### src/rtl/pqt_pkg.sv
package pqt_pkg;
  // Action applied to the quanta counter in one cycle
  typedef enum logic [1:0] {
    CMD_HOLD  = 2'd0,
    CMD_LOAD  = 2'd1,
    CMD_CLEAR = 2'd2,
    CMD_DEC   = 2'd3
  } cnt_cmd_e;
endpackage

### src/rtl/pqt_slot_prescaler.sv
module pqt_slot_prescaler #(
  parameter int SLOT_BYTES = 64
) (
  input  logic clk,
  input  logic rst,
  input  logic clr,
  input  logic byte_tick,
  output logic slot_tick
);
  localparam int PRE_W = (SLOT_BYTES > 1) ? $clog2(SLOT_BYTES) : 1;
  localparam logic [PRE_W-1:0] LAST = PRE_W'(SLOT_BYTES - 1);

  logic [PRE_W-1:0] pre_q;
  logic             at_last;

  assign at_last   = (pre_q == LAST);
  assign slot_tick = byte_tick && !clr && at_last;

  always_ff @(posedge clk) begin
    if (rst || clr) begin
      pre_q <= '0;
    end else if (byte_tick) begin
      if (at_last) pre_q <= '0;
      else         pre_q <= pre_q + 1'b1;
    end
  end


  pre_clear_chk: assert property (@(posedge clk) disable iff (rst)
    clr |=> (pre_q == '0));


  pre_step_chk: assert property (@(posedge clk) disable iff (rst)
    (byte_tick && !clr && !at_last) |=> (pre_q == $past(pre_q) + 1'b1));


  pre_idle_chk: assert property (@(posedge clk) disable iff (rst)
    (!byte_tick && !clr) |=> $stable(pre_q));
endmodule

### src/rtl/pqt_evt_decode.sv
module pqt_evt_decode #(
  parameter int QW = 16
) (
  input  logic                  resp_en,
  input  logic                  evt_valid,
  input  logic [QW-1:0]         evt_quanta,
  input  logic                  slot_tick,
  output pqt_pkg::cnt_cmd_e     cmd,
  output logic                  pre_clr
);
  import pqt_pkg::*;

  logic is_xoff;
  assign is_xoff = evt_valid && (evt_quanta != '0);
  assign pre_clr = resp_en && is_xoff;

  always_comb begin
    if (!resp_en)        cmd = CMD_CLEAR;
    else if (is_xoff)    cmd = CMD_LOAD;
    else if (evt_valid)  cmd = CMD_CLEAR;
    else if (slot_tick)  cmd = CMD_DEC;
    else                 cmd = CMD_HOLD;
  end
endmodule

### src/rtl/pqt_quanta_counter.sv
module pqt_quanta_counter #(
  parameter int QW = 16
) (
  input  logic              clk,
  input  logic              rst,
  input  pqt_pkg::cnt_cmd_e cmd,
  input  logic [QW-1:0]     load_val,
  output logic [QW-1:0]     cnt_nxt
);
  import pqt_pkg::*;

  logic [QW-1:0] cnt_q;

  always_comb begin
    unique case (cmd)
      CMD_LOAD:  cnt_nxt = load_val;
      CMD_CLEAR: cnt_nxt = '0;
      CMD_DEC:   cnt_nxt = (cnt_q != '0) ? cnt_q - 1'b1 : cnt_q;
      default:   cnt_nxt = cnt_q;
    endcase
  end

  always_ff @(posedge clk) begin
    if (rst) cnt_q <= '0;
    else     cnt_q <= cnt_nxt;
  end


  cnt_load_chk: assert property (@(posedge clk) disable iff (rst)
    (cmd == CMD_LOAD) |=> (cnt_q == $past(load_val)));


  cnt_clear_chk: assert property (@(posedge clk) disable iff (rst)
    (cmd == CMD_CLEAR) |=> (cnt_q == '0));


  cnt_dec_chk: assert property (@(posedge clk) disable iff (rst)
    (cmd == CMD_DEC && cnt_q != '0) |=> (cnt_q == $past(cnt_q) - 1'b1));


  cnt_hold_chk: assert property (@(posedge clk) disable iff (rst)
    (cmd == CMD_HOLD || (cmd == CMD_DEC && cnt_q == '0)) |=> $stable(cnt_q));
endmodule

### src/rtl/pause_quanta_timer.sv
module pause_quanta_timer #(
  parameter int QUANTA_W   = 16,
  parameter int SLOT_BYTES = 64
) (
  input  logic                clk,
  input  logic                rst,
  input  logic                rx_resp_en,
  input  logic                evt_valid,
  input  logic [QUANTA_W-1:0] evt_quanta,
  input  logic                byte_tick,
  output logic                tx_paused
);
  import pqt_pkg::*;

  cnt_cmd_e            cmd;
  logic                pre_clr;
  logic                slot_tick;
  logic [QUANTA_W-1:0] cnt_nxt;
  logic                paused_q;

  pqt_slot_prescaler #(.SLOT_BYTES(SLOT_BYTES)) u_pre (
    .clk       (clk),
    .rst       (rst),
    .clr       (pre_clr),
    .byte_tick (byte_tick),
    .slot_tick (slot_tick)
  );

  pqt_evt_decode #(.QW(QUANTA_W)) u_dec (
    .resp_en    (rx_resp_en),
    .evt_valid  (evt_valid),
    .evt_quanta (evt_quanta),
    .slot_tick  (slot_tick),
    .cmd        (cmd),
    .pre_clr    (pre_clr)
  );

  pqt_quanta_counter #(.QW(QUANTA_W)) u_cnt (
    .clk      (clk),
    .rst      (rst),
    .cmd      (cmd),
    .load_val (evt_quanta),
    .cnt_nxt  (cnt_nxt)
  );

  always_ff @(posedge clk) begin
    if (rst) paused_q <= 1'b0;
    else     paused_q <= (cnt_nxt != '0);
  end

  assign tx_paused = paused_q;


  dis_release_chk: assert property (@(posedge clk) disable iff (rst)
    !rx_resp_en |=> !tx_paused);


  xoff_pause_chk: assert property (@(posedge clk) disable iff (rst)
    (rx_resp_en && evt_valid && evt_quanta != '0) |=> tx_paused);


  xon_release_chk: assert property (@(posedge clk) disable iff (rst)
    (rx_resp_en && evt_valid && evt_quanta == '0) |=> !tx_paused);


  no_spont_pause_chk: assert property (@(posedge clk) disable iff (rst)
    (!tx_paused && !(rx_resp_en && evt_valid)) |=> !tx_paused);
endmodule

### config.mk
export PLATFORM = sky130hd
export DESIGN_NAME = pause_quanta_timer
export DESIGN_NICKNAME = d
export VERILOG_FILES = /design/src/rtl/pqt_pkg.sv /design/src/rtl/pqt_slot_prescaler.sv /design/src/rtl/pqt_evt_decode.sv /design/src/rtl/pqt_quanta_counter.sv /design/src/rtl/pause_quanta_timer.sv
export SDC_FILE = /design/constraint.sdc
export NUM_CORES = 1
export LEC_CHECK = 0
export CAP_MARGIN = 40
export CELL_PAD_IN_SITES_DETAIL_PLACEMENT = 2
export CELL_PAD_IN_SITES_GLOBAL_PLACEMENT = 2
export CORE_MARGIN = 3
export CORE_UTILIZATION = 33
export DETAILED_ROUTE_END_ITERATION = 6
export GPL_TIMING_DRIVEN = 0
export PLACE_DENSITY_LB_ADDON = 0.1
export SKIP_LAST_GASP = 1
export SYNTH_ARGS = -nofsm -noshare
export SYNTH_HDL_FRONTEND = slang
export SYNTH_SLANG_ARGS = --single-unit
### constraint.sdc
create_clock -name clk -period 5.2 [get_ports clk]
set_input_delay 0.78 -clock clk [delete_from_list [all_inputs] [get_ports clk]]
set_output_delay 0.78 -clock clk [all_outputs]
set_load 0.005 [all_outputs]
Word level (Yosys, flattened, before mapping):

Index checks and enable logic that the tools add are counted.

* register bits: 23
* input port bits: 21
* output and inout bits: 1
* word-level logic and storage cells: 25

* add/sub/neg operators: 2
* equality and inequality tests: 4
* mux-type cells: 7
* reduce and logical (&&, ||, !) cells: 9

Operators with widths (number)
* $pmux 16 s3: 1
* $reduce_bool 16->1: 3
* $mux 16: 1
* $sub 16x1->16 const B: 1
* $mux 2: 4
* $add 6x1->6 const B: 1
* $eq 6x6->1 const B: 1
* $mux 6: 1
* $eq 2x2->1 const B: 2
* $logic_and 1x1->1: 4
* $eq 2x1->1 const B: 1
* $logic_not 1->1: 1
* $logic_or 1x1->1: 1

Logic depth before layout (Yosys ltp):

Gate-level depths: netlist of the first run.

* depth in word-level cells: 13
* depth in mapped cells: 9
* depth with buffers taken out: 9

Cells and area by module:

From an unflattened synthesis of the first run, not the netlist that was laid out.

* cell total of the unflattened synthesis: 210
* area, all modules: 1710.4 sq um

By module, submodules not included
* pqt_quanta_counter: instances 1, cells an instance 166, area each 1291.2 sq um, seq. area each 320.3 sq um
* pqt_slot_prescaler: instances 1, cells an instance 28, area each 264.0 sq um, seq. area each 120.1 sq um
* pqt_evt_decode: instances 1, cells an instance 10, area each 101.3 sq um, seq. area each 0.0 sq um
* pause_quanta_timer: instances 1, cells an instance 6, area each 53.8 sq um, seq. area each 20.0 sq um

Least setup slack after synthesis of the first run:

No wires, ideal clock.

* kind: input to register
* start: input port rx_resp_en
* end: register paused_q, in the netlist tx_paused
* library setup time: 0.081 ns
* data arrival time: 2.246 ns
* data required time: 5.119 ns
* setup slack: 2.874 ns
* cell stages on the path: 9
* path buffers: 2
* cell sequence: clkbuf_1 nand2_1 a41oi_1 clkbuf_1 a32oi_1 o31a_1 o211a_1 and3_1 a41oi_1

* word-level cells in the longest chain between the ends: 11
* elaborated cells between the ends (all ways): 13
* those cells by class: eq/ne: 3; mux: 5; reduce/logical: 5

RTL lines
* start, declared: line pause_quanta_timer.sv:7 `input logic rx_resp_en,`
* $logic_and 1x1->1: line pqt_evt_decode.sv:15 `assign pre_clr = resp_en && is_xoff;`
* $logic_not 1->1: line pqt_slot_prescaler.sv:17 `assign slot_tick = byte_tick && !clr && at_last;`
* $logic_and 1x1->1 (2 in a row): line pqt_slot_prescaler.sv:17
* $mux 2: line pqt_evt_decode.sv:21 `else if (slot_tick) cmd = CMD_DEC;`
* $mux 2: line pqt_evt_decode.sv:20 `else if (evt_valid) cmd = CMD_CLEAR;`
* $mux 2: line pqt_evt_decode.sv:19 `else if (is_xoff) cmd = CMD_LOAD;`
* $mux 2 *: line pqt_evt_decode.sv:18 `if (!resp_en) cmd = CMD_CLEAR;`
* $eq 2x2->1 or $eq 2x1->1 (tied branches): line pqt_quanta_counter.sv:15 `unique case (cmd)`
* $pmux 16 s3 *: line pqt_quanta_counter.sv:15
* $reduce_bool 16->1 *: line pause_quanta_timer.sv:48 `else paused_q <= (cnt_nxt != '0);`
* end signal, assigned: line pause_quanta_timer.sv:48
* end, declared: line pause_quanta_timer.sv:19 `logic paused_q;`

Mark *: on every way between the ends. The rest lies on a longest branch, timed or not.
A chain may end at the register's enable or synchronous reset.

Worst setup path in the final report of the first run:

* start: input port evt_quanta[3]
* end: register paused_q, in the netlist tx_paused

* word-level cells in the longest chain between the ends: 13
* elaborated cells between the ends (all ways): 15
* those cells by class: eq/ne: 3; mux: 5; reduce/logical: 7

RTL lines
* start, declared: line pause_quanta_timer.sv:9 `input logic [QUANTA_W-1:0] evt_quanta,`
* $reduce_bool 16->1: line pqt_evt_decode.sv:14 `assign is_xoff = evt_valid && (evt_quanta != '0);`
* $logic_and 1x1->1: line pqt_evt_decode.sv:14
* $logic_and 1x1->1: line pqt_evt_decode.sv:15
* $logic_not 1->1: line pqt_slot_prescaler.sv:17
* $logic_and 1x1->1 (2 in a row): line pqt_slot_prescaler.sv:17
* $mux 2: line pqt_evt_decode.sv:21
* $mux 2: line pqt_evt_decode.sv:20
* $mux 2: line pqt_evt_decode.sv:19
* $mux 2: line pqt_evt_decode.sv:18
* $eq 2x2->1 or $eq 2x1->1 (tied branches): line pqt_quanta_counter.sv:15
* $pmux 16 s3 *: line pqt_quanta_counter.sv:15
* $reduce_bool 16->1 *: line pause_quanta_timer.sv:48

Marked as above.

==> impl_results.html, run 1 <==
<table>
<tr><th>Metric</th><th>Value</th></tr>
<tr><th colspan="2">Pwr</th></tr>
<tr><td>Leakage power summed over all cells</td><td>0.000623 µW</td></tr>
<tr><td>Max IR drop VDD</td><td>0.0000861 V</td></tr>
<tr><td>Power per cell area</td><td>221 nW/µm²</td></tr>
<tr><th colspan="2">Logic synthesis</th></tr>
<tr><td>Number of enable-type register cells in the synthesized netlist</td><td>0</td></tr>
<tr><td>Portion of the post-synthesis area used by sequential elements</td><td>31.3%</td></tr>
<tr><td>Post-synthesis register bit count</td><td>23</td></tr>
<tr><td>Syn Std Cell Area</td><td>1470 µm²</td></tr>
<tr><td>Mean instance size in the synthesized netlist</td><td>7.92 µm²</td></tr>
<tr><td>Synthesized netlist net count</td><td>209</td></tr>
<tr><td>Unique cell type count in the Yosys netlist</td><td>46</td></tr>
<tr><td>Proportion of netlist area held by the largest area contributor</td><td>31.3%</td></tr>
<tr><td>Cells after synthesis</td><td>186</td></tr>
<tr><td>Top flip-flop cell by instance count after synthesis</td><td>sky130_fd_sc_hd__dfxtp_1</td></tr>
<tr><td>Leading area contributor after synthesis</td><td>sky130_fd_sc_hd__dfxtp_1</td></tr>
<tr><td>YS warnings</td><td>0</td></tr>
<tr><td>Share of flip-flops with an asynchronous set or reset</td><td>0%</td></tr>
<tr><td>Dominant cells by area after synthesis</td><td>sky130_fd_sc_hd__dfxtp_1, sky130_fd_sc_hd__nor2_1, sky130_fd_sc_hd__xnor2_1, sky130_fd_sc_hd__nand2_1, sky130_fd_sc_hd__nand4_1</td></tr>
<tr><th colspan="2">Setup path</th></tr>
<tr><td>Buffers and inverters on the worst path</td><td>2</td></tr>
<tr><td>Arrival time reported for the critical path endpoint</td><td>3.46 ns</td></tr>
<tr><td>Cell with the biggest individual delay on the critical path</td><td>sky130_fd_sc_hd__clkdlybuf4s50_1</td></tr>
<tr><td>Cell-by-cell trace of the critical path</td><td>clkdlybuf4s50_1 -&gt; nor4_1 -&gt; a41oi_1 -&gt; clkbuf_1 -&gt; nand2_1 -&gt; o311ai_0 -&gt; nor4_1 -&gt; and4_1 -&gt; a41oi_1</td></tr>
<tr><td>Worst setup EP type</td><td>flip-flop</td></tr>
<tr><td>Worst setup SP type</td><td>input port</td></tr>
<tr><td>CP required</td><td>5.33 ns</td></tr>
<tr><td>Maximum fanout along the worst path</td><td>10</td></tr>
<tr><td>Kind of cell adding the most delay to the critical path</td><td>simple AND/OR/NAND/NOR gates</td></tr>
<tr><td>Type of the worst setup path</td><td>in -&gt; reg</td></tr>
<tr><td>Stage delay of the slowest cell on the critical path</td><td>0.48 ns</td></tr>
<tr><th colspan="2">Clock tree</th></tr>
<tr><td>Count of clock tree sinks</td><td>23</td></tr>
<tr><td>Clk_lat worst skew</td><td>0.26 ns</td></tr>
<tr><td>Number of buffers added to fix hold violations after cts</td><td>0</td></tr>
<tr><td>Post-CTS setup buffer count</td><td>0</td></tr>
<tr><td>Clock buffers created by TritonCTS</td><td>3</td></tr>
<tr><td>Htree depth</td><td>1</td></tr>
<tr><td>Clock Root Buffer</td><td>sky130_fd_sc_hd__clkbuf_8</td></tr>
<tr><td>CTS max path bufs</td><td>2</td></tr>
<tr><td>Clock transition at the registers of the reported paths</td><td>0.09 ns</td></tr>
<tr><td>Clock tree from TritonCTS</td><td>done</td></tr>
<tr><td># resized after CTS</td><td>0</td></tr>
<tr><th colspan="2">Place</th></tr>
<tr><td>Placed wire-length estimate after detailed placement</td><td>4320 µm</td></tr>
<tr><td>Last weighted congestion value of the routability-driven placer</td><td>0.842</td></tr>
<tr><td>Total placed cells including tap cells</td><td>256</td></tr>
<tr><td>Count of port buffers added during placement</td><td>20</td></tr>
<tr><th colspan="2">Layout</th></tr>
<tr><td>Layout overhead on the synthesized area</td><td>20.9%</td></tr>
<tr><td>Final net count</td><td>234</td></tr>
<tr><td>Share of layout cells above drive strength 1</td><td>4.76%</td></tr>
<tr><td>Fin util</td><td>43.0%</td></tr>
<tr><td>Number of standard cells in the final layout excluding fillers</td><td>260</td></tr>
<tr><td>Number of diodes added for antenna fixing</td><td>0</td></tr>
<tr><td>Commonest cells after routing, fill and taps aside</td><td>sky130_fd_sc_hd__dfxtp_1, sky130_fd_sc_hd__nor2_1, sky130_fd_sc_hd__clkdlybuf4s50_1</td></tr>
<tr><td>Most common cell after layout, fill and taps aside</td><td>sky130_fd_sc_hd__dfxtp_1</td></tr>
<tr><td>Number of filler cells placed in the layout</td><td>480</td></tr>
<tr><th colspan="2">Floorplanning</th></tr>
<tr><td>Die boundary height</td><td>72.8 µm</td></tr>
<tr><td>Core region area</td><td>4140 µm²</td></tr>
<tr><td>Number of rows in the core area</td><td>23</td></tr>
<tr><td>Horizontal die dimension</td><td>72.8 µm</td></tr>
<tr><td>Starting density of the core</td><td>35.5%</td></tr>
<tr><td>Area of the die</td><td>5300 µm²</td></tr>
<tr><td>I/O pin count</td><td>22</td></tr>
<tr><th colspan="2">Hold path</th></tr>
<tr><td>Hold Path Class</td><td>reg -&gt; reg</td></tr>
<tr><th colspan="2">Timing</th></tr>
<tr><td>Max frequency</td><td>300 MHz</td></tr>
<tr><td>Period utilization</td><td>64.1%</td></tr>
<tr><td>Count of final setup violators</td><td>0</td></tr>
<tr><td>RSZ-0062 raised after global routing</td><td>no</td></tr>
<tr><td>Fin. Hold Viols</td><td>0</td></tr>
<tr><td>Hold slack</td><td>0.514 ns</td></tr>
<tr><td>Accumulated negative setup slack</td><td>0 ns</td></tr>
<tr><td>Remaining max-slew budget at the tightest pin</td><td>55.1%</td></tr>
<tr><td>Pins over their slew limit</td><td>0</td></tr>
<tr><td>Clock skew after layout</td><td>0.00546 ns</td></tr>
<tr><td>Transition at the pin with the smallest max-transition slack</td><td>0.669 ns</td></tr>
<tr><td>Min Tclk post-route</td><td>3.33 ns</td></tr>
<tr><th colspan="2">Job</th></tr>
<tr><td>Number of max-cap violations</td><td>0</td></tr>
<tr><th colspan="2">Route</th></tr>
<tr><td>Vias/cell</td><td>6.03</td></tr>
<tr><td>Amount of wire on met2 after detailed routing</td><td>2550 µm</td></tr>
<tr><td>Average wire per cell in the routed design</td><td>20.6 µm</td></tr>
<tr><td>Detailed-route DRC error count</td><td>0</td></tr>
<tr><td>Wire length after detailed routing</td><td>5360 µm</td></tr>
<tr><td>Number of iterations in the first detailed-routing pass</td><td>4</td></tr>
<tr><td>Length of routed met3 wiring</td><td>204 µm</td></tr>
<tr><td>DRC violation total after the first TritonRoute iteration</td><td>64</td></tr>
<tr><td>Top routing layer in use</td><td>met4</td></tr>
<tr><td>Met1 Wirelength</td><td>2590 µm</td></tr>
<tr><td>Vias</td><td>1,567</td></tr>
<tr><td>Number of nets with antenna violations after detailed routing</td><td>0</td></tr>
<tr><th colspan="2">Global routing</th></tr>
<tr><td>Global-route wire length before repair</td><td>9030 µm</td></tr>
<tr><td>Maximum number of pins on one net before global-route repair</td><td>13</td></tr>
<tr><td>Via count of the first global-routing pass</td><td>1,728</td></tr>
<tr><td>Total global routing track utilization</td><td>22.2%</td></tr>
<tr><td>Remaining Overflow, GRT</td><td>0</td></tr>
<tr><td>Number of antenna violations at the first check in global routing</td><td>0</td></tr>
<tr><th colspan="2">Run status</th></tr>
<tr><td>Outcome</td><td>complete, no violations</td></tr>
</table>
## worst reg2reg max path: cells and delay by family (launching register included)
family / cells / cell delay (ns)
AND/OR/NAND/NOR: 4 / 1.18
adder cells (fa/ha/maj): 1 / 0.24
buffers and inverters: 1 / 0.10
flip-flops: 1 / 0.34
AO/OA/AOI/OAI: 2 / 0.31
multiplexers: 1 / 0.37
## sequential cells by signal, summed over array words and instances, names as in the netlist
| signal | flops |
|---|---|
| tx_paused | 1 |
| u_cnt.cnt_q | 16 |
| u_pre.pre_q | 6 |
## metrics by stage
| stage | area, µm² | power [µW] | worst slack (ns) |
|---|---|---|---|
| after floorplan | 1470 | 242 | 2.87 |
| after global placement | 1740 | 278 | 1.71 |
| after detailed placement | 1740 | 283 | 1.69 |
| after CTS | 1780 | 400 | 1.95 |
| after global routing | 1780 | 420 | 1.70 |
| final | 1780 | 394 | 1.87 |
## cells in the mapped netlist (all sizes together), types with 2 or more instances
cell type,instances
nand3,9
a22oi,3
xnor2,8
nor4,10
a41oi,2
and3b,2
clkbuf,8
dfxtp,23
o211a,2
a221oi,2
ha,2
or3,3
xor2,2
and2,3
o21ai,4
o311ai,2
mux2,2
nor3,10
or4,3
nor3b,2
nand2b,6
a32oi,3
nor2b,6
nor2,20
and3,3
nand2,16
o31a,2
a21oi,4
nand4,8
and4,2
inv,3
## logic make-up after synthesis
logic type | after synthesis | share of synthesized area (%)
adders and majority gates | 2 | 1.70
and+or+nand+nor | 105 | 39.7
buffers and inverters | 11 | 2.80
DFF | 23 | 31.3
muxes | 3 | 2.21
xor gates and xnor gates | 10 | 5.95
AOI/OAI and AO/OA | 32 | 16.4
## power breakdown
group	total (µW)	internal [µW]	leakage, µW	switching (µW)
Sequential	190	182	0.000188	7.59
Clock	115	54.7	0.0000228	60.1
Combinational	89.6	40.5	0.000413	49.2
Total	394	277	0.000623	117
## metal layers
| metal | GRT usage [%] | vias up |
|---|---|---|
| met5 | 0 | - |
| met4 | 3.89 | 0 |
| met3 | 2.20 | 2 |
| met2 | 36.3 | 35 |
| met1 | 31.8 | 780 |
| li1 | - | 750 |
## cell type report
cell class	count	area, µm²	area share, %
buffer	8	30.0	1.69
sequential	23	460	25.9
multi-input combinational	152	971	54.5
timing repair buffer	20	200	11.2
clock buffer	4	45.0	2.53
inverter	3	11.3	0.632
tap	50	62.6	3.51
## path summary, 6_finish.rpt
kind	from	end	slack [ns]	cells after the start
hold reg to reg	u_pre.pre_q[1]	u_pre.pre_q[1]	0.51	2
hold / removal	u_pre.pre_q[1]	u_pre.pre_q[1]	0.51	2
setup / recovery	evt_quanta[3]	tx_paused	1.87	9
setup reg to reg	u_cnt.cnt_q[0]	tx_paused	2.53	9
Power figures use the tool's default switching activity.
==> run 2, diff against run 1 <==
CORE_UTILIZATION = 31   (was 33)
clock period = 3.5 ns   (was 5.2 ns; I/O delays follow)
==> impl_results.html, run 2 (synthesis results as in run 1) <==
<table>
<tr><th>Metric</th><th>Value</th></tr>
<tr><th colspan="2">Layout</th></tr>
<tr><td>Register with the highest flop count</td><td>u_cnt.cnt_q</td></tr>
<tr><td>Most common cell after layout, fill and taps aside</td><td>sky130_fd_sc_hd__dfxtp_1</td></tr>
<tr><td>Final net count</td><td>234</td></tr>
<tr><td>Flip-flop count of the largest register, all copies and words added</td><td>16</td></tr>
<tr><td>Number of diodes added for antenna fixing</td><td>0</td></tr>
<tr><td>Layout overhead on the synthesized area</td><td>21.1%</td></tr>
<tr><td>Number of filler cells placed in the layout</td><td>512</td></tr>
<tr><td>Share of layout cells above drive strength 1</td><td>4.76%</td></tr>
<tr><td>Design area</td><td>1780 µm²</td></tr>
<tr><td>Commonest cells after routing, fill and taps aside</td><td>sky130_fd_sc_hd__dfxtp_1, sky130_fd_sc_hd__nor2_1, sky130_fd_sc_hd__clkdlybuf4s50_1</td></tr>
<tr><th colspan="2">Global routing</th></tr>
<tr><td>Global-route wire length before repair</td><td>8980 µm</td></tr>
<tr><td>Remaining Overflow, GRT</td><td>0</td></tr>
<tr><td>Number of antenna violations at the first check in global routing</td><td>0</td></tr>
<tr><td>Via count of the first global-routing pass</td><td>1,711</td></tr>
<tr><td>Met1 track demand over resource in global routing</td><td>28.5%</td></tr>
<tr><td>Met3 layer usage reported by global route</td><td>4.94%</td></tr>
<tr><td>Total global routing track utilization</td><td>21.5%</td></tr>
<tr><td>Gr busiest metal</td><td>met2</td></tr>
<tr><td>Maximum number of pins on one net before global-route repair</td><td>13</td></tr>
<tr><td>Global-route track usage on met2</td><td>35.0%</td></tr>
<tr><th colspan="2">Timing</th></tr>
<tr><td>Max frequency</td><td>316 MHz</td></tr>
<tr><td>Clock skew after layout</td><td>0.00432 ns</td></tr>
<tr><td>RSZ-0062 raised after global routing</td><td>no</td></tr>
<tr><td>Count of final setup violators</td><td>0</td></tr>
<tr><td>Fin. Hold Viols</td><td>0</td></tr>
<tr><td>Transition at the pin with the smallest max-transition slack</td><td>0.667 ns</td></tr>
<tr><td>Pins over their slew limit</td><td>0</td></tr>
<tr><td>Worst-case setup margin in the final layout</td><td>0.338 ns</td></tr>
<tr><td>Min Tclk post-route</td><td>3.16 ns</td></tr>
<tr><td>Remaining max-slew budget at the tightest pin</td><td>55.2%</td></tr>
<tr><td>Accumulated negative setup slack</td><td>0 ns</td></tr>
<tr><td>Period utilization</td><td>90.4%</td></tr>
<tr><th colspan="2">Setup path</th></tr>
<tr><td>Maximum fanout along the worst path</td><td>10</td></tr>
<tr><td>CP required</td><td>3.64 ns</td></tr>
<tr><td>Worst setup EP type</td><td>flip-flop</td></tr>
<tr><td>Arrival time reported for the critical path endpoint</td><td>3.30 ns</td></tr>
<tr><td>Type of the worst setup path</td><td>in -&gt; reg</td></tr>
<tr><td>Worst setup SP type</td><td>input port</td></tr>
<tr><th colspan="2">Floorplanning</th></tr>
<tr><td>Horizontal die dimension</td><td>74.9 µm</td></tr>
<tr><td>Core region area</td><td>4470 µm²</td></tr>
<tr><td>Number of rows in the core area</td><td>24</td></tr>
<tr><td>Die boundary height</td><td>74.9 µm</td></tr>
<tr><td>I/O pin count</td><td>22</td></tr>
<tr><td>Area of the die</td><td>5610 µm²</td></tr>
<tr><td>Starting density of the core</td><td>32.9%</td></tr>
<tr><th colspan="2">Place</th></tr>
<tr><td>Setup slack at placement</td><td>0.0663 ns</td></tr>
<tr><td>Last weighted congestion value of the routability-driven placer</td><td>0.833</td></tr>
<tr><td>Count of port buffers added during placement</td><td>20</td></tr>
<tr><td>Area after DPL</td><td>1740 µm²</td></tr>
<tr><td>Placed wire-length estimate after detailed placement</td><td>4430 µm</td></tr>
<tr><th colspan="2">Run status</th></tr>
<tr><td>Outcome</td><td>complete, no violations</td></tr>
<tr><th colspan="2">Clock tree</th></tr>
<tr><td>Post-CTS setup buffer count</td><td>0</td></tr>
<tr><td>CTS max path bufs</td><td>2</td></tr>
<tr><td>Clock Root Buffer</td><td>sky130_fd_sc_hd__clkbuf_8</td></tr>
<tr><td>Count of clock tree sinks</td><td>23</td></tr>
<tr><td># resized after CTS</td><td>0</td></tr>
<tr><td>Htree depth</td><td>1</td></tr>
<tr><td>Clock tree from TritonCTS</td><td>done</td></tr>
<tr><td>Clock buffers created by TritonCTS</td><td>3</td></tr>
<tr><td>Number of buffers added to fix hold violations after cts</td><td>0</td></tr>
<tr><td>Clock transition at the registers of the reported paths</td><td>0.08 ns</td></tr>
<tr><td>Clk_lat worst skew</td><td>0.28 ns</td></tr>
<tr><th colspan="2">Job</th></tr>
<tr><td>Number of max-cap violations</td><td>0</td></tr>
<tr><th colspan="2">Pwr</th></tr>
<tr><td>Power per cell area</td><td>333 nW/µm²</td></tr>
<tr><td>Leakage power summed over all cells</td><td>0.000623 µW</td></tr>
<tr><td>Max IR drop VDD</td><td>0.000170 V</td></tr>
<tr><th colspan="2">Route</th></tr>
<tr><td>Wire length after detailed routing</td><td>5640 µm</td></tr>
<tr><td>Vias/cell</td><td>6.11</td></tr>
<tr><td>Average wire per cell in the routed design</td><td>21.5 µm</td></tr>
<tr><td>Number of iterations in the first detailed-routing pass</td><td>4</td></tr>
<tr><td>Vias</td><td>1,601</td></tr>
<tr><td>DRC violation total after the first TritonRoute iteration</td><td>94</td></tr>
<tr><td>Number of nets with antenna violations after detailed routing</td><td>0</td></tr>
<tr><td>Detailed-route DRC error count</td><td>0</td></tr>
<tr><th colspan="2">Hold path</th></tr>
<tr><td>Hold Path Class</td><td>reg -&gt; reg</td></tr>
</table>
-- run 2: area by class of cell --
cell class              count  area [µm²]  share of cell area [%]
plain buffers               8        30.0                    1.68
clock buffers               4        45.0                    2.53
inverters                   3        11.3                   0.632
multi-input cells         152         971                    54.5
flip-flops and latches     23         460                    25.8
well taps                  52        65.1                    3.65
repair buffers             20         200                    11.2
-- run 2: critical path: stages --
cell,delay [ns]
sky130_fd_sc_hd__clkdlybuf4s50_1,0.43
sky130_fd_sc_hd__nor4_1,0.56
sky130_fd_sc_hd__a41oi_1,0.34
sky130_fd_sc_hd__clkbuf_1,0.34
sky130_fd_sc_hd__nand2_1,0.15
sky130_fd_sc_hd__o311ai_0,0.21
sky130_fd_sc_hd__nor4_1,0.36
sky130_fd_sc_hd__and4_1,0.28
sky130_fd_sc_hd__a41oi_1,0.11
-- run 2: path summary, 6_finish.rpt --
kind                  startpoint        endpoint  slack [ns]  cells after the start
setup / recovery  evt_quanta[12]       tx_paused        0.34                      9
hold / removal    u_pre.pre_q[1]  u_pre.pre_q[1]        0.51                      2
setup reg to reg  u_cnt.cnt_q[0]       tx_paused        0.80                      9
hold reg to reg   u_pre.pre_q[1]  u_pre.pre_q[1]        0.51                      2
-- run 2: per-stage QoR --
step	power [µW]	hold WS, ns	utilization, %	std cells
floorplan	359	0.466	-	186
detailed placement	420	0.512	38.8	258
CTS	599	0.525	39.8	262
global route	629	0.555	39.8	262
finish	593	0.513	39.8	262
global placement	414	0.479	38.8	258
-- run 2: per-layer routing --
layer | vias to the layer above | wire length (µm)
li1 | 754 | -
met1 | 805 | 2610
met2 | 34 | 2730
met3 | 8 | 204
met4 | 0 | 91
met5 | - | 0
-- run 2: power by group --
group / switching, µW / internal [µW]
logic: 74.0 / 60.0
clock network: 95.2 / 81.7
registers: 11.5 / 270
total: 181 / 412
==> run 3, diff against run 2 <==
CORE_UTILIZATION = 36   (was 31)
DONT_BUFFER_PORTS = 1   (was unset)
==> impl_results.html, run 3 (synthesis results as in run 1) <==
<table>
<tr><th>Metric</th><th>Value</th></tr>
<tr><th colspan="2">Clock tree</th></tr>
<tr><td>CTS max path bufs</td><td>2</td></tr>
<tr><td>Post-CTS setup buffer count</td><td>0</td></tr>
<tr><td>Clock Root Buffer</td><td>sky130_fd_sc_hd__clkbuf_8</td></tr>
<tr><td>Clock transition at the registers of the reported paths</td><td>0.09 ns</td></tr>
<tr><td>Clock tree from TritonCTS</td><td>done</td></tr>
<tr><td>Number of buffers added to fix hold violations after cts</td><td>0</td></tr>
<tr><td>Htree depth</td><td>1</td></tr>
<tr><td>Clock buffers created by TritonCTS</td><td>3</td></tr>
<tr><td># resized after CTS</td><td>0</td></tr>
<tr><td>Clk_lat worst skew</td><td>0.28 ns</td></tr>
<tr><td>Count of clock tree sinks</td><td>23</td></tr>
<tr><th colspan="2">Route</th></tr>
<tr><td>Average wire per cell in the routed design</td><td>22.5 µm</td></tr>
<tr><td>Vias</td><td>1,536</td></tr>
<tr><td>Number of nets with antenna violations after detailed routing</td><td>0</td></tr>
<tr><td>Detailed-route DRC error count</td><td>0</td></tr>
<tr><td>Vias/cell</td><td>6.45</td></tr>
<tr><td>Wire length after detailed routing</td><td>5350 µm</td></tr>
<tr><td>Number of iterations in the first detailed-routing pass</td><td>4</td></tr>
<tr><td>DRC violation total after the first TritonRoute iteration</td><td>88</td></tr>
<tr><th colspan="2">Place</th></tr>
<tr><td>Setup slack at placement</td><td>0.842 ns</td></tr>
<tr><td>Count of port buffers added during placement</td><td>0</td></tr>
<tr><td>Last weighted congestion value of the routability-driven placer</td><td>0.825</td></tr>
<tr><td>Placed wire-length estimate after detailed placement</td><td>4210 µm</td></tr>
<tr><th colspan="2">Global routing</th></tr>
<tr><td>Global-route wire length before repair</td><td>8810 µm</td></tr>
<tr><td>Total global routing track utilization</td><td>22.9%</td></tr>
<tr><td>Remaining Overflow, GRT</td><td>0</td></tr>
<tr><td>Via count of the first global-routing pass</td><td>1,614</td></tr>
<tr><td>Maximum number of pins on one net before global-route repair</td><td>14</td></tr>
<tr><td>Number of antenna violations at the first check in global routing</td><td>0</td></tr>
<tr><th colspan="2">Pwr</th></tr>
<tr><td>Max IR drop VDD</td><td>0.000198 V</td></tr>
<tr><td>Leakage power summed over all cells</td><td>0.000548 µW</td></tr>
<tr><td>PnR Total Power</td><td>565 µW</td></tr>
<tr><td>Sequential share of power</td><td>49.9%</td></tr>
<tr><td>Net switching share of the total power</td><td>30.9%</td></tr>
<tr><td>Clock power share</td><td>31.7%</td></tr>
<tr><td>Power per cell area</td><td>358 nW/µm²</td></tr>
<tr><td>P_int</td><td>391 µW</td></tr>
<tr><td>P_sw</td><td>174 µW</td></tr>
<tr><td>Logic gate share of total power</td><td>18.4%</td></tr>
<tr><th colspan="2">Layout</th></tr>
<tr><td>Fin util</td><td>41.6%</td></tr>
<tr><td>Final net count</td><td>214</td></tr>
<tr><td>Commonest cells after routing, fill and taps aside</td><td>sky130_fd_sc_hd__dfxtp_1, sky130_fd_sc_hd__nor2_1, sky130_fd_sc_hd__nand2_1</td></tr>
<tr><td>Share of layout cells above drive strength 1</td><td>5.79%</td></tr>
<tr><td>Layout overhead on the synthesized area</td><td>7.22%</td></tr>
<tr><td>Flip-flop count of the largest register, all copies and words added</td><td>16</td></tr>
<tr><td>Number of filler cells placed in the layout</td><td>458</td></tr>
<tr><td>Number of diodes added for antenna fixing</td><td>0</td></tr>
<tr><td>Register with the highest flop count</td><td>u_cnt.cnt_q</td></tr>
<tr><td>Most common cell after layout, fill and taps aside</td><td>sky130_fd_sc_hd__dfxtp_1</td></tr>
<tr><th colspan="2">Setup path</th></tr>
<tr><td>Worst setup EP type</td><td>flip-flop</td></tr>
<tr><td>Stage delay of the slowest cell on the critical path</td><td>0.41 ns</td></tr>
<tr><td>Cell with the biggest individual delay on the critical path</td><td>sky130_fd_sc_hd__nor3b_2</td></tr>
<tr><td>Cell-by-cell trace of the critical path</td><td>inv_1 -&gt; ha_1 -&gt; nor3b_2 -&gt; nand4_1 -&gt; nor3_1 -&gt; mux2_2 -&gt; o211ai_1 -&gt; and4_1 -&gt; a41oi_1</td></tr>
<tr><td>Maximum fanout along the worst path</td><td>6</td></tr>
<tr><td>CP required</td><td>3.64 ns</td></tr>
<tr><td>Arrival time reported for the critical path endpoint</td><td>2.90 ns</td></tr>
<tr><td>Type of the worst setup path</td><td>reg -&gt; reg</td></tr>
<tr><td>Worst setup SP type</td><td>flip-flop</td></tr>
<tr><th colspan="2">Timing</th></tr>
<tr><td>Count of final setup violators</td><td>0</td></tr>
<tr><td>Accumulated negative setup slack</td><td>0 ns</td></tr>
<tr><td>Worst-case setup margin in the final layout</td><td>0.748 ns</td></tr>
<tr><td>Remaining max-slew budget at the tightest pin</td><td>56.2%</td></tr>
<tr><td>RSZ-0062 raised after global routing</td><td>no</td></tr>
<tr><td>Transition at the pin with the smallest max-transition slack</td><td>0.651 ns</td></tr>
<tr><td>Hold slack</td><td>0.393 ns</td></tr>
<tr><td>Period utilization</td><td>78.6%</td></tr>
<tr><td>Clock skew after layout</td><td>0.00211 ns</td></tr>
<tr><td>Max frequency</td><td>363 MHz</td></tr>
<tr><td>Min Tclk post-route</td><td>2.75 ns</td></tr>
<tr><td>Fin. Hold Viols</td><td>0</td></tr>
<tr><td>Pins over their slew limit</td><td>0</td></tr>
<tr><th colspan="2">Floorplanning</th></tr>
<tr><td>Number of rows in the core area</td><td>22</td></tr>
<tr><td>Area of the die</td><td>4890 µm²</td></tr>
<tr><td>Starting density of the core</td><td>38.8%</td></tr>
<tr><td>Horizontal die dimension</td><td>70.0 µm</td></tr>
<tr><td>Core region area</td><td>3800 µm²</td></tr>
<tr><td>Die boundary height</td><td>70.0 µm</td></tr>
<tr><td>I/O pin count</td><td>22</td></tr>
<tr><th colspan="2">Job</th></tr>
<tr><td>Number of max-cap violations</td><td>0</td></tr>
<tr><th colspan="2">Run status</th></tr>
<tr><td>Outcome</td><td>complete, no violations</td></tr>
<tr><th colspan="2">Hold path</th></tr>
<tr><td>Hold Path Class</td><td>in -&gt; reg</td></tr>
</table>
run 3: changes by cell type in the layout (fill, tap and decap cells not counted):
cell                              before  now
sky130_fd_sc_hd__clkbuf_1              9    8
sky130_fd_sc_hd__clkdlybuf4s50_1      20    0
sky130_fd_sc_hd__clkinv_2              0    1
run 3: critical path, delay by kind of cell, from the launching register on:
family | cells | cell delay (ns)
compound gates | 2 | 0.31
mux | 1 | 0.37
flops | 1 | 0.34
fa+ha+maj | 1 | 0.22
buf+inv | 1 | 0.10
simple gates | 4 | 1.28
run 3: per-layer routing:
metal	wire [µm]	GRT usage (%)
met5	0	0
met4	95	7.87
met3	329	5.04
met2	2380	34.1
met1	2540	32.4
run 3: power by group through the flow:
stage                     Combinational, µW  Sequential [µW]  Clock [µW]
after global routing                    115              284         193
after global placement                 96.9              287           0
after floorplan                        75.1              284           0
after detailed placement                101              288           0
final                                   104              282         179
after CTS                               102              282         184
run 3: through the flow:
| stage | instance area [µm²] | instances |
|---|---|---|
| finish | 1580 | 238 |
| floorplan | 1470 | 186 |
| global route | 1580 | 238 |
| CTS | 1580 | 238 |
| detailed placement | 1530 | 234 |
| global placement | 1530 | 234 |
run 3: path summary, 6_finish.rpt:
path | from | to | slack [ns] | cells past startpoint
max | u_cnt.cnt_q[0] | tx_paused | 0.75 | 9
min | byte_tick | u_pre.pre_q[1] | 0.39 | 2
max reg2reg | u_cnt.cnt_q[0] | tx_paused | 0.75 | 9
min reg2reg | u_pre.pre_q[1] | u_pre.pre_q[1] | 0.51 | 2
run 3: area by class of cell:
type / instances / area (µm²) / area share [%]
Tap cell: 48 / 60.1 / 3.80
Buffer: 8 / 30.0 / 1.90
Clock buffer: 3 / 41.3 / 2.61
Inverter: 3 / 11.3 / 0.713
Multi-Input combinational cell: 152 / 971 / 61.5
Sequential cell: 23 / 460 / 29.2
Clock inverter: 1 / 5.00 / 0.317
